$ cat config.mk
export PLATFORM = sky130hd
export DESIGN_NAME = boot_bank_ctl
export DESIGN_NICKNAME = d
export VERILOG_FILES = /design/src/rtl/bbc_pkg.sv /design/src/rtl/bbc_key_seq.sv /design/src/rtl/bbc_ctl_reg.sv /design/src/rtl/bbc_bank_ctl.sv /design/src/rtl/bbc_rst_pulse.sv /design/src/rtl/boot_bank_ctl.sv
export SDC_FILE = /design/constraint.sdc
export NUM_CORES = 1
export LEC_CHECK = 0
export CORE_MARGIN = 3
export CORE_UTILIZATION = 41
export DETAILED_ROUTE_END_ITERATION = 16
export PLACE_DENSITY_LB_ADDON = 0.3
export SYNTH_ARGS = -nofsm -noshare
export SYNTH_HDL_FRONTEND = slang
export SYNTH_SLANG_ARGS = --single-unit
$ cat constraint.sdc
create_clock -name clk -period 1.8 [get_ports clk]
set_clock_uncertainty 0.1 [all_clocks]
set_input_delay 0.36 -clock clk [delete_from_list [all_inputs] [get_ports clk]]
set_output_delay 0.36 -clock clk [all_outputs]
set_load 0.01 [all_outputs]
$ cat src/rtl/bbc_pkg.sv
package bbc_pkg;
   typedef enum logic [1:0] {
      KS_IDLE = 2'd0,
      KS_HALF = 2'd1,
      KS_OPEN = 2'd2
   } key_st_e;
endpackage

$ cat src/rtl/bbc_key_seq.sv
module bbc_key_seq
   import bbc_pkg::*;
#(
   parameter int                DATA_W = 8,
   parameter logic [DATA_W-1:0] KEY1   = 8'h87,
   parameter logic [DATA_W-1:0] KEY2   = 8'h59
) (
   input  logic              clk,
   input  logic              rst_n,
   input  logic              key_wr,
   input  logic [DATA_W-1:0] key_data,
   input  logic              clr,
   output logic              open
);
   key_st_e st_q, st_d;

   always_comb begin
      st_d = st_q;
      if (clr) begin
         st_d = KS_IDLE;
      end else if (key_wr) begin
         case (st_q)
            KS_HALF: begin
               if (key_data == KEY2)      st_d = KS_OPEN;
               else if (key_data == KEY1) st_d = KS_HALF;
               else                       st_d = KS_IDLE;
            end
            default: st_d = (key_data == KEY1) ? KS_HALF : KS_IDLE;
         endcase
      end
   end

   always_ff @(posedge clk or negedge rst_n) begin
      if (!rst_n) st_q <= KS_IDLE;
      else        st_q <= st_d;
   end

   assign open = (st_q == KS_OPEN);
endmodule

$ cat src/rtl/bbc_ctl_reg.sv
module bbc_ctl_reg #(
   parameter int                DATA_W    = 8,
   parameter logic [DATA_W-1:0] SRST_MASK = 8'h83
) (
   input  logic              clk,
   input  logic              rst_n,
   input  logic              ctl_wr,
   input  logic [DATA_W-1:0] ctl_data,
   input  logic              open,
   output logic [DATA_W-1:0] ctl_q,
   output logic              srst_req
);
   logic wr_ok;

   assign wr_ok    = ctl_wr && open;
   assign srst_req = wr_ok && ((ctl_data & SRST_MASK) == SRST_MASK);

   always_ff @(posedge clk or negedge rst_n) begin
      if (!rst_n)        ctl_q <= '0;
      else if (srst_req) ctl_q <= '0;
      else if (wr_ok)    ctl_q <= ctl_data;
   end
endmodule

$ cat src/rtl/bbc_bank_ctl.sv
module bbc_bank_ctl (
   input  logic clk,
   input  logic rst_n,
   input  logic wake,
   input  logic arm,
   input  logic srst_req,
   output logic bank_sel,
   output logic isp_pulse
);
   logic enter;

   assign enter = wake && arm && !bank_sel && !srst_req;

   always_ff @(posedge clk or negedge rst_n) begin
      if (!rst_n) begin
         bank_sel  <= 1'b0;
         isp_pulse <= 1'b0;
      end else begin
         isp_pulse <= enter;
         if (srst_req)   bank_sel <= 1'b0;
         else if (enter) bank_sel <= 1'b1;
      end
   end
endmodule

$ cat src/rtl/bbc_rst_pulse.sv
module bbc_rst_pulse #(
   parameter int SRST_LEN = 4
) (
   input  logic clk,
   input  logic rst_n,
   input  logic start,
   output logic active
);
   generate
      if (SRST_LEN == 1) begin : g_single
         always_ff @(posedge clk or negedge rst_n) begin
            if (!rst_n) active <= 1'b0;
            else        active <= start;
         end
      end else begin : g_count
         localparam int CW = $clog2(SRST_LEN + 1);
         logic [CW-1:0] cnt_q;
         always_ff @(posedge clk or negedge rst_n) begin
            if (!rst_n)            cnt_q <= '0;
            else if (start)        cnt_q <= CW'(SRST_LEN);
            else if (cnt_q != '0)  cnt_q <= cnt_q - 1'b1;
         end
         assign active = (cnt_q != '0);
      end
   endgenerate
endmodule

$ cat src/rtl/boot_bank_ctl.sv
module boot_bank_ctl #(
   parameter int                ADDR_W    = 8,
   parameter int                DATA_W    = 8,
   parameter logic [ADDR_W-1:0] KEY_ADDR  = 8'hC6,
   parameter logic [ADDR_W-1:0] CTL_ADDR  = 8'hC5,
   parameter logic [DATA_W-1:0] KEY1      = 8'h87,
   parameter logic [DATA_W-1:0] KEY2      = 8'h59,
   parameter logic [DATA_W-1:0] SRST_MASK = 8'h83,
   parameter int                SRST_LEN  = 4
) (
   input  logic              clk,
   input  logic              rst_n,
   input  logic              wr_en,
   input  logic [ADDR_W-1:0] wr_addr,
   input  logic [DATA_W-1:0] wr_data,
   input  logic              wake,
   output logic [DATA_W-1:0] ctl_q,
   output logic              unlocked,
   output logic              bank_sel,
   output logic              pc_clear,
   output logic              stack_push,
   output logic              sw_reset
);
   generate
      if (SRST_LEN < 1) begin : g_bad_len
         $error("SRST_LEN must be at least 1");
      end
      if (KEY1 == KEY2) begin : g_bad_key
         $error("KEY1 and KEY2 must differ");
      end
      if (KEY_ADDR == CTL_ADDR) begin : g_bad_addr
         $error("KEY_ADDR and CTL_ADDR must differ");
      end
      if (DATA_W < 2) begin : g_bad_w
         $error("DATA_W must be at least 2");
      end
   endgenerate

   logic key_wr, ctl_wr, srst_req, isp_pulse;

   assign key_wr = wr_en && (wr_addr == KEY_ADDR);
   assign ctl_wr = wr_en && (wr_addr == CTL_ADDR);

   bbc_key_seq #(.DATA_W(DATA_W), .KEY1(KEY1), .KEY2(KEY2)) u_key (
      .clk      (clk),
      .rst_n    (rst_n),
      .key_wr   (key_wr),
      .key_data (wr_data),
      .clr      (srst_req || sw_reset),
      .open     (unlocked)
   );

   bbc_ctl_reg #(.DATA_W(DATA_W), .SRST_MASK(SRST_MASK)) u_ctl (
      .clk      (clk),
      .rst_n    (rst_n),
      .ctl_wr   (ctl_wr),
      .ctl_data (wr_data),
      .open     (unlocked),
      .ctl_q    (ctl_q),
      .srst_req (srst_req)
   );

   bbc_bank_ctl u_bank (
      .clk       (clk),
      .rst_n     (rst_n),
      .wake      (wake),
      .arm       (ctl_q[0]),
      .srst_req  (srst_req),
      .bank_sel  (bank_sel),
      .isp_pulse (isp_pulse)
   );

   bbc_rst_pulse #(.SRST_LEN(SRST_LEN)) u_rst (
      .clk    (clk),
      .rst_n  (rst_n),
      .start  (srst_req),
      .active (sw_reset)
   );

   assign pc_clear   = isp_pulse;
   assign stack_push = isp_pulse;
endmodule

==> impl_metrics.yaml <==
route:
  wl_met2_um: 941
  wl_per_cell_um: 12.5
  drt_first_pass_iters: 4
  drcViolationCount: 0
  wl_met1_um: 769
  wl_um: 1830
  dr_wl_met3_um: 92
  viasPerCell: 4.84
  antenna_left: 0
  drt_iter0_drc: 10
  via_count: 712
  top_layer: "met4"
sta:
  worst_pin_slew_ns: 0.267
  min_period_over_period_pct: 95.1
  setup_violations: 0
  slew_violations: 0
  timing.final.ws_setup_ns: 0.0889
  maxSlewHeadroom_pct: 82.0
  fmax_ghz: 0.584
  hold_viol_final: 0
  grt_setup_unrepaired: "no"
  min_period_ns: 1.71
power_and_ir_drop:
  power_per_cell_area_nw_per_um2: 500
  p_switching_uw: 134
  p_comb_share_pct: 12.6
  p_leak_nw: 0.545
  cellInternalPower_uw: 472
  p_seq_share_pct: 55.6
  switching_share_pct: 22.1
  clkPwrFrac_pct: 31.8
  max-vdd-ir-drop_mv: 0.434
logic_synthesis:
  synth.mux.area_fraction_pct: 2.56
  synth_xor_area_share_pct: 1.12
  synth_top_family_by_area: "simple AND/OR/NAND/NOR gates"
  yosys_most_used_dff: "dfrtp_1"
  synth.avg_cell_area_um2: 9.88
  synth_compound_gate_area_share_pct: 8.33
  synth_edf_count: 0
  netlist_instances: 79
  async_flop_share_pct: 100
  yosysWarnings: 0
  synth-seq-area-share_pct: 48.1
  synthesis.nets: 101
  synthAdderAreaFrac_pct: 3.21
  syn_area_um2: 781
  ys_seq_elements: 15
  ys_types: 29
  synth_simple_gate_area_share_pct: 31.3
floorplan:
  fp.dieArea_um2: 2460
  pin_count: 33
  core.rowCount: 15
  initial_utilization_pct: 44.3
  core_um2: 1760
  die_h_um: 49.6
  fp.dieW_um: 49.6
placed_design:
  post-place-ws_ns: -0.0347
  dpl_cell_area_um2: 1170
  gp_congestion: 0.730
  port_buffers: 32
  dp_hpwl_um: 1450
global_route:
  grt_pass1_wl_um: 3000
  antenna_found_initial: 0
  track_usage_pct: 16.1
  grt_max_degree: 16
  grt-ovfl-total: 0
  grt_pass1_vias: 673
critical_path:
  critical_path_class: "reg -> out"
  cp.required_ns: 1.34
  crit_fanout: 2
  cp-start-kind: "flop"
  cp.arrival_ns: 1.25
  crit_slowest_cell: "dfrtp_1"
  crit_chain: "inv_1 > ha_2 > nand2b_1 > clkdlybuf4s15_1"
  end_kind: "output pin"
  cpPeakStageDelay_ns: 0.39
clock_network:
  clkLatencyLatePin_ns: 0.29
  root_buffer: "clkbuf_4"
  htree_levels: 1
  clock_sinks: 15
  clock_path_buffers: 2
  cts_tree: "done"
  clk_pin_slew_ns: 0.09
  cts_buffers: 3
  cts_hold_buf: 0
worst_hold_path:
  hp-class: "in -> async"
finish:
  area_growth_pct: 55.1
  drive_gt1_share_pct: 18.0
  post-route-util_pct: 68.7
  fillers: 152
  final_area_um2: 1210
  layout.nets: 145
  diodes: 0
run:
  cap_violations: 0
run_status:
  status: "finished clean"
==> cell type report <==
type | count | area, µm² | share of cell area [%]
timing repair buffer | 43 | 402 | 33.2
sequential | 15 | 375 | 31.0
multi-input combinational | 57 | 365 | 30.2
tap | 25 | 31.3 | 2.58
clock buffer | 4 | 26.3 | 2.17
inverter | 3 | 11.3 | 0.930
==> Yosys cell counts, types with 2 or more instances <==
| library cell | n | area share [%] |
|---|---|---|
| inv_1 | 3 | 1.4 |
| nor2b_1 | 3 | 2.4 |
| o21ai_0 | 7 | 4.5 |
| dfrtp_1 | 15 | 48 |
| nor2_1 | 4 | 1.9 |
| ha_1 | 2 | 3.2 |
| buf_4 | 2 | 1.9 |
| mux2i_1 | 2 | 2.6 |
| and4bb_2 | 2 | 3.2 |
| nand2_1 | 19 | 9.1 |
| o21ai_1 | 2 | 1.3 |
==> timing repair <==
action,in CTS,in global routing
endpoints found under the setup margin,2,1
pin swaps,0,0
resized for setup,2,2
buffers inserted,1,1
==> logic make-up after synthesis <==
| group | count (synthesis) |
|---|---|
| compound gates | 12 |
| xor+xnor | 1 |
| fa+ha+maj | 2 |
| buf+inv | 7 |
| flops | 15 |
| mux | 2 |
| simple gates | 40 |
==> final timing paths <==
check	end	start	cells after the start	slack (ns)
max reg2reg	u_ctl.ctl_q[5]$_DFFE_PN0P_	u_key.st_q[0]$_DFFE_PN0P_	4	0.33
min	u_rst.g_count.cnt_q[1]$_DFFE_PN0P_	rst_n	2	0.29
max	sw_reset	u_rst.g_count.cnt_q[0]$_DFFE_PN0P_	4	0.09
min in group clk	u_bank.isp_pulse$_DFF_PN0_	u_bank.bank_sel$_DFFE_PN0P_	1	0.36
max in group asynchronous	u_ctl.ctl_q[3]$_DFFE_PN0P_	rst_n	2	1.14
min reg2reg	u_bank.isp_pulse$_DFF_PN0_	u_bank.bank_sel$_DFFE_PN0P_	1	0.36
==> per-stage QoR <==
| step | TNS (ns) | cells | total power [mW] | hold WS [ns] |
|---|---|---|---|---|
| floorplan | 0 | 79 | 0.357 | -0.0356 |
| global placement | -0.000870 | 141 | 0.418 | 0.343 |
| detailed placement | -0.0604 | 141 | 0.420 | 0.350 |
| CTS | 0 | 146 | 0.613 | 0.279 |
| global route | 0 | 147 | 0.630 | 0.282 |
| finish | 0 | 147 | 0.606 | 0.285 |
==> power by group through the flow <==
stage	sequential (mW)	combinational [mW]	clock (mW)
final	0.337	0.0762	0.193
after global routing	0.337	0.0825	0.211
after CTS	0.337	0.0768	0.199
after detailed placement	0.343	0.0764	0
after global placement	0.343	0.0749	0
after floorplan	0.344	0.0131	0
==> cells in the final DEF (no fill, tap or decap), types with 2 or more instances in the layout <==
| cell type | count |
|---|---|
| mux2i_1 | 2 |
| nor2_1 | 4 |
| nor2b_1 | 3 |
| clkbuf_4 | 3 |
| buf_4 | 11 |
| clkdlybuf4s50_1 | 30 |
| o21ai_0 | 7 |
| o21ai_1 | 2 |
| inv_1 | 3 |
| and4bb_2 | 2 |
| dfrtp_1 | 15 |
| nand2_1 | 19 |
==> layer usage <==
metal	up-vias	GRT usage (%)
met5	-	0
met4	0	6.91
met3	2	3.63
met2	19	27.8
met1	333	18.9
li1	358	-
==> state kept, by name, summed over array words and instances (netlist names) <==
signal               cells
u_rst.g_count.cnt_q      3
u_bank.bank_sel          1
u_bank.isp_pulse         1
u_key.st_q               2
u_ctl.ctl_q              8
==> worst max-delay path: cells and delay by family, from the launching register on <==
family	cells	cell delay [ns]
flip-flops	1	0.39
buffers and inverters	2	0.32
adder cells (fa/ha/maj)	1	0.19
AND/OR/NAND/NOR	1	0.07
Note: power is estimated with default switching activity, not from simulation.
